**config.mk**
```make
export PLATFORM = sky130hd
export DESIGN_NAME = post_exec_update
export DESIGN_NICKNAME = d
export VERILOG_FILES = /design/src/rtl/post_exec_update_pkg.sv /design/src/rtl/peu_stack_lane.sv /design/src/rtl/peu_pc_lane.sv /design/src/rtl/peu_flag_lane.sv /design/src/rtl/post_exec_update.sv
export SDC_FILE = /design/constraint.sdc
export NUM_CORES = 1
export LEC_CHECK = 0
export BUFFER_PORTS_ARGS = -buffer_cell sky130_fd_sc_hd__buf_2
export CAP_MARGIN = 10
export CORE_ASPECT_RATIO = 2
export CORE_MARGIN = 4
export CORE_UTILIZATION = 29
export CTS_BUF_LIST = sky130_fd_sc_hd__clkbuf_8
export CTS_CLUSTER_DIAMETER = 50
export DETAILED_ROUTE_END_ITERATION = 8
export HOLD_SLACK_MARGIN = 0.1
export PLACE_DENSITY_LB_ADDON = 0.05
export SLEW_MARGIN = 20
export SYNTH_ARGS = -nofsm -noshare
export SYNTH_HDL_FRONTEND = slang
export SYNTH_SLANG_ARGS = --single-unit
```
**constraint.sdc**
```tcl
create_clock -name clk -period 2.5 [get_ports clk]
set_clock_uncertainty 0.15 [all_clocks]
set_input_delay 0.375 -clock clk [delete_from_list [all_inputs] [get_ports clk]]
set_output_delay 0.375 -clock clk [all_outputs]
set_load 0.1 [all_outputs]
```
**src/rtl/post_exec_update_pkg.sv**
```systemverilog
package post_exec_update_pkg;
    localparam int DATA_W  = 8;
    localparam int ADDR_W  = 16;
    localparam int Z_BIT   = 1;
    localparam int N_BIT   = 7;

    typedef struct packed {
        logic [DATA_W-1:0] sp;
        logic [DATA_W-1:0] pop_data;
        logic              pop_valid;
    } stack_state_t;

    typedef struct packed {
        logic [ADDR_W-1:0] pc;
    } pc_state_t;

    typedef struct packed {
        logic [DATA_W-1:0] status;
    } flag_state_t;
endpackage

```
**src/rtl/peu_stack_lane.sv**
```systemverilog
module peu_stack_lane
    import post_exec_update_pkg::*;
#(
    parameter logic [DATA_W-1:0] STACK_PAGE = 8'h01,
    parameter logic [DATA_W-1:0] SP_RESET   = 8'hFF
) (
    input  logic              clk,
    input  logic              rst_n,
    input  logic              push_i,
    input  logic              pop_i,
    input  logic [DATA_W-1:0] push_data_i,
    input  logic [DATA_W-1:0] mem_rdata_i,
    output logic [ADDR_W-1:0] mem_addr_o,
    output logic              mem_we_o,
    output logic              mem_re_o,
    output logic [DATA_W-1:0] mem_wdata_o,
    output logic [DATA_W-1:0] sp_o,
    output logic [DATA_W-1:0] pop_data_o,
    output logic              pop_valid_o
);
    stack_state_t st_d, st_q;
    logic         pop_en;
    logic [DATA_W-1:0] sp_up;

    always_comb begin
        st_d        = st_q;
        pop_en      = pop_i && !push_i;
        sp_up       = st_q.sp + 1'b1;
        mem_we_o    = push_i;
        mem_re_o    = pop_en;
        mem_wdata_o = push_data_i;
        mem_addr_o  = {STACK_PAGE, pop_en ? sp_up : st_q.sp};
        st_d.pop_valid = pop_en;
        if (push_i) begin
            st_d.sp = st_q.sp - 1'b1;
        end else if (pop_en) begin
            st_d.sp       = sp_up;
            st_d.pop_data = mem_rdata_i;
        end
    end

    always_ff @(posedge clk or negedge rst_n) begin
        if (!rst_n) begin
            st_q <= '{sp: SP_RESET, pop_data: '0, pop_valid: 1'b0};
        end else begin
            st_q <= st_d;
        end
    end

    assign sp_o        = st_q.sp;
    assign pop_data_o  = st_q.pop_data;
    assign pop_valid_o = st_q.pop_valid;
endmodule

```
**src/rtl/peu_pc_lane.sv**
```systemverilog
module peu_pc_lane
    import post_exec_update_pkg::*;
#(
    parameter logic [ADDR_W-1:0] PC_RESET = 16'h0000,
    parameter int                SIZE_W   = 2,
    parameter int                BR_LEN   = 2
) (
    input  logic              clk,
    input  logic              rst_n,
    input  logic              adv_i,
    input  logic [SIZE_W-1:0] adv_size_i,
    input  logic              branch_i,
    input  logic [DATA_W-1:0] br_off_i,
    output logic [ADDR_W-1:0] pc_o
);
    localparam int EXT_W = ADDR_W - DATA_W;
    localparam logic [ADDR_W-1:0] BR_LEN_V = ADDR_W'(BR_LEN);

    pc_state_t pc_d, pc_q;
    logic [ADDR_W-1:0] off_ext;

    always_comb begin
        pc_d    = pc_q;
        off_ext = {{EXT_W{br_off_i[DATA_W-1]}}, br_off_i};
        if (branch_i) begin
            pc_d.pc = pc_q.pc + off_ext + BR_LEN_V;
        end else if (adv_i) begin
            pc_d.pc = pc_q.pc + ADDR_W'(adv_size_i);
        end
    end

    always_ff @(posedge clk or negedge rst_n) begin
        if (!rst_n) begin
            pc_q <= '{pc: PC_RESET};
        end else begin
            pc_q <= pc_d;
        end
    end

    assign pc_o = pc_q.pc;
endmodule

```
**src/rtl/peu_flag_lane.sv**
```systemverilog
module peu_flag_lane
    import post_exec_update_pkg::*;
#(
    parameter logic [DATA_W-1:0] STATUS_RESET = 8'h00
) (
    input  logic              clk,
    input  logic              rst_n,
    input  logic              flag_upd_i,
    input  logic [DATA_W-1:0] result_i,
    output logic [DATA_W-1:0] status_o
);
    flag_state_t fl_d, fl_q;

    always_comb begin
        fl_d = fl_q;
        if (flag_upd_i) begin
            fl_d.status[Z_BIT] = (result_i == '0);
            fl_d.status[N_BIT] = result_i[DATA_W-1];
        end
    end

    always_ff @(posedge clk or negedge rst_n) begin
        if (!rst_n) begin
            fl_q <= '{status: STATUS_RESET};
        end else begin
            fl_q <= fl_d;
        end
    end

    assign status_o = fl_q.status;
endmodule

```
**src/rtl/post_exec_update.sv**
```systemverilog
module post_exec_update
    import post_exec_update_pkg::*;
#(
    parameter logic [7:0]  STACK_PAGE = 8'h01,
    parameter logic [7:0]  SP_RESET   = 8'hFF,
    parameter logic [15:0] PC_RESET   = 16'h0000,
    parameter int          SIZE_W     = 2
) (
    input  logic        clk,
    input  logic        rst_n,
    input  logic        push_i,
    input  logic        pop_i,
    input  logic [7:0]  push_data_i,
    input  logic        adv_i,
    input  logic [SIZE_W-1:0] adv_size_i,
    input  logic        branch_i,
    input  logic [7:0]  br_off_i,
    input  logic        flag_upd_i,
    input  logic [7:0]  result_i,
    output logic [15:0] mem_addr_o,
    output logic        mem_we_o,
    output logic        mem_re_o,
    output logic [7:0]  mem_wdata_o,
    input  logic [7:0]  mem_rdata_i,
    output logic [7:0]  sp_o,
    output logic [15:0] pc_o,
    output logic [7:0]  status_o,
    output logic [7:0]  pop_data_o,
    output logic        pop_valid_o
);
    peu_stack_lane #(
        .STACK_PAGE(STACK_PAGE),
        .SP_RESET  (SP_RESET)
    ) u_stack (
        .clk        (clk),
        .rst_n      (rst_n),
        .push_i     (push_i),
        .pop_i      (pop_i),
        .push_data_i(push_data_i),
        .mem_rdata_i(mem_rdata_i),
        .mem_addr_o (mem_addr_o),
        .mem_we_o   (mem_we_o),
        .mem_re_o   (mem_re_o),
        .mem_wdata_o(mem_wdata_o),
        .sp_o       (sp_o),
        .pop_data_o (pop_data_o),
        .pop_valid_o(pop_valid_o)
    );

    peu_pc_lane #(
        .PC_RESET(PC_RESET),
        .SIZE_W  (SIZE_W),
        .BR_LEN  (2)
    ) u_pc (
        .clk       (clk),
        .rst_n     (rst_n),
        .adv_i     (adv_i),
        .adv_size_i(adv_size_i),
        .branch_i  (branch_i),
        .br_off_i  (br_off_i),
        .pc_o      (pc_o)
    );

    peu_flag_lane #(
        .STATUS_RESET(8'h00)
    ) u_flag (
        .clk       (clk),
        .rst_n     (rst_n),
        .flag_upd_i(flag_upd_i),
        .result_i  (result_i),
        .status_o  (status_o)
    );
endmodule

```
==> impl_metrics.py <==
metrics = {
    "floorplan": {
        "coreArea_um2": 10150,
        "initial_utilization_pct": 29.70,
        "std_cell_rows": 52,
        "fp.dieH_um": 152.2,
        "ios": 108,
        "die_x_um": 80.09,
        "fp.dieArea_um2": 12190,
    },
    "setup_path": {
        "required_ns": 2.52,
        "startpoint": "u_pc.pc_o[1]",
        "endpoint_kind": "flip-flop",
        "crit-reg2reg-launch": "u_pc.pc_o[1]",
        "cp_max_fo": 3,
        "arrival_ns": 2.51,
        "path_buf_inv": 3,
        "crit_type": "flip-flop to flip-flop",
        "cp_cell_sequence": "inv_4 -> ha_4 -> inv_2 -> ha_4 -> inv_2 -> fa_2 -> nand2b_4 -> a21oi_4 -> o31ai_4 -> o31ai_2 -> xnor2_1 -> mux2i_1",
        "reg2reg_slack_ns": 0.009,
        "crit_slowest_cell": "dfrtp_4",
        "startpoint_type": "flip-flop",
        "crit_family": "adder cells",
        "slowest_delay_ns": 0.49,
    },
    "detailed_routing": {
        "ant_nets": 0,
        "viasPerCell": 4.779,
        "wirelength_um": 9101,
        "wl_per_cell_um": 15.61,
        "dr.pass1.iters": 4,
        "drt-initial-drc-count": 64,
        "route.detailed.drc": 0,
        "num_vias": 2786,
    },
    "finish": {
        "post-route-util_pct": 42.60,
        "multiInputGateArea_um2": 2153,
        "final_common_cell": "buf_2",
        "syn2layout_area_growth_pct": 43.46,
        "fill_cells": 1057,
        "drive_above_1_share_pct": 45.76,
        "num_antenna_cells": 0,
        "nets": 524,
        "final_cell_mix": "68 x buf_2, 48 x buf_4, 27 x ha_1",
        "seqCellArea_um2": 932.1,
    },
    "timing": {
        "slew_violations": 0,
        "timing.slew.headroom_pct": 59.63,
        "setup_viol": 0,
        "whs_ns": 0.1461,
        "fmax_ghz": 0.4015,
        "post-route-min-period_ns": 2.491,
        "period_share_pct": 99.62,
        "fin_ws_ns": 0.009470,
        "rsz0062_at_grt": "yes",
        "worst_pin_slew_ns": 0.6055,
        "hold_violations": 0,
    },
    "run": {
        "drv_cap": 0,
    },
    "grt": {
        "grt_pass1_vias": 2945,
        "grt_pass1_wl_um": 14760,
        "gr-total-overflow": 0,
        "track_usage_pct": 15.62,
        "antenna_found_initial": 0,
        "grt_max_degree": 25,
    },
    "min_path": {
        "hold_path_class": "input pin to flip-flop",
        "worstHoldStart": "mem_rdata_i[4]",
    },
    "clock_network": {
        "root_buffer": "clkbuf_8",
        "cts.clk_slew.worst_paths_ns": 0.09,
        "clkSinkCount": 35,
        "cts_max_level": 2,
        "cts_buffers": 5,
        "insertion_delay_ns": 0.30,
        "clk_path_buf_depth": 2,
        "cts_tree": "done",
    },
    "placement": {
        "numPortBuffers": 77,
        "dp_slack_ns": -0.1278,
        "dp_hpwl_um": 7391,
        "place_congestion": 0.7787,
    },
    "synth": {
        "ys_ff_latch": 35,
        "seq_area_frac_synth_pct": 29.39,
        "syn_inst": 332,
        "synth-async-reset-ratio_pct": 100.0,
        "synth-main-ff-cell": "dfrtp_1",
        "synth_edf_count": 0,
        "synth_area_um2": 3014,
        "yosysWarnings": 0,
        "ys_types": 50,
        "avgSynthCellArea_um2": 9.079,
    },
    "status": {
        "status": "finished clean",
    },
}
[cell usage after synthesis (3+ instances only)]
cell type  number  area [um2]
nor4_1          4       25.02
nor3b_1         3       22.52
nand2b_1        7       43.79
ha_1           34       425.4
nor3_1          4       20.02
clkbuf_1        3       11.26
o21ai_0        18       90.09
mux2_2         11       123.9
a211oi_1        3       22.52
mux2i_1         4       40.04
o31ai_1         3       22.52
nand4_1         5       31.28
dfrtp_1        27       675.7
a21oi_1        23       115.1
nand3b_1        3       22.52
nor2_1         23       86.33
nand3_1        10       50.05
o21ai_1         4       20.02
xor2_1         12       105.1
nand2_1        22       82.58
xnor2_1        21       183.9
buf_4          23       172.7
inv_1          19       71.32
dfstp_2         8       210.2
[through the flow]
| stage | TNS, ns | instance area, um2 | instances |
|---|---|---|---|
| after floorplan | -0.9220 | 3301 | 344 |
| after global placement | -0.3537 | 4081 | 567 |
| after detailed placement | -0.6162 | 4081 | 567 |
| after CTS | -0.02119 | 4285 | 583 |
| after global routing | -0.4409 | 4324 | 583 |
| final | 0 | 4324 | 583 |
[state kept, by name, indices dropped and copies added (netlist names)]
signal and count:
u_stack.pop_valid_o 1, u_stack.pop_data_o 8, u_pc.pc_o 16, u_flag.status_o 2, u_stack.sp_o 8
[cell type report]
type	instances	share of cell area, %
Multi-Input combinational cell	259	49.80
Sequential cell	35	21.56
Timing Repair Buffer	127	21.06
Tap cell	135	3.906
Inverter	19	1.707
Clock buffer	5	1.591
Clock inverter	3	0.3762
[cell families (layout without fill, tap and decap cells)]
group / Yosys count / after routing / synth area share [%]
AND/OR/NAND/NOR: 91 / 91 / 15.69
AO/OA/AOI/OAI: 70 / 70 / 14.49
buffers and inverters: 50 / 154 / 9.714
adder cells (fa/ha/maj): 36 / 36 / 15.44
flip-flops: 35 / 35 / 29.39
XOR/XNOR: 33 / 33 / 9.589
multiplexers: 15 / 15 / 5.438
other: 2 / 14 / 0.2492
[metal layers]
layer	part of all wire (%)	up-vias	GRT usage (%)	wire length (um)
met5	0	-	0	0
met1	35	1336	15.84	3161
met2	59	71	30.34	5337
met4	2.7	0	6.527	246
met3	3.9	11	2.071	355
li1	-	1368	-	-
[final timing paths]
path                            depth (start not counted)                     to
worst min register to register                          1  u_stack.pop_data_o[7]
min in group asynchronous                               2           u_pc.pc_o[4]
max in group asynchronous                               3        u_stack.sp_o[7]
worst min-delay path                                    2  u_stack.pop_data_o[4]
worst max register to register                         12          u_pc.pc_o[13]
worst max-delay path                                   12          u_pc.pc_o[13]
[worst reg2reg max path: cells and delay by family, from the launching register on]
kind                       cells  cell delay [ns]
adders and majority gates      3             0.67
AOI/OAI and AO/OA              3             0.52
DFF                            1             0.49
buffers and inverters          3             0.17
and+or+nand+nor                1             0.16
xor gates and xnor gates       1             0.14
muxes                          1             0.08
[repair_timing]
action                     in CTS  in global routing
pin swaps                      13                 11
resized for setup               9                  8
setup endpoints to repair       9                 11
setup buffers                   7                  0
hold buffers                    1                  0
hold endpoints to repair       19                  0
Power is left out: the tool's default activity adds up to more than one toggle a clock period on the data nets, which glitch-free logic cannot reach.
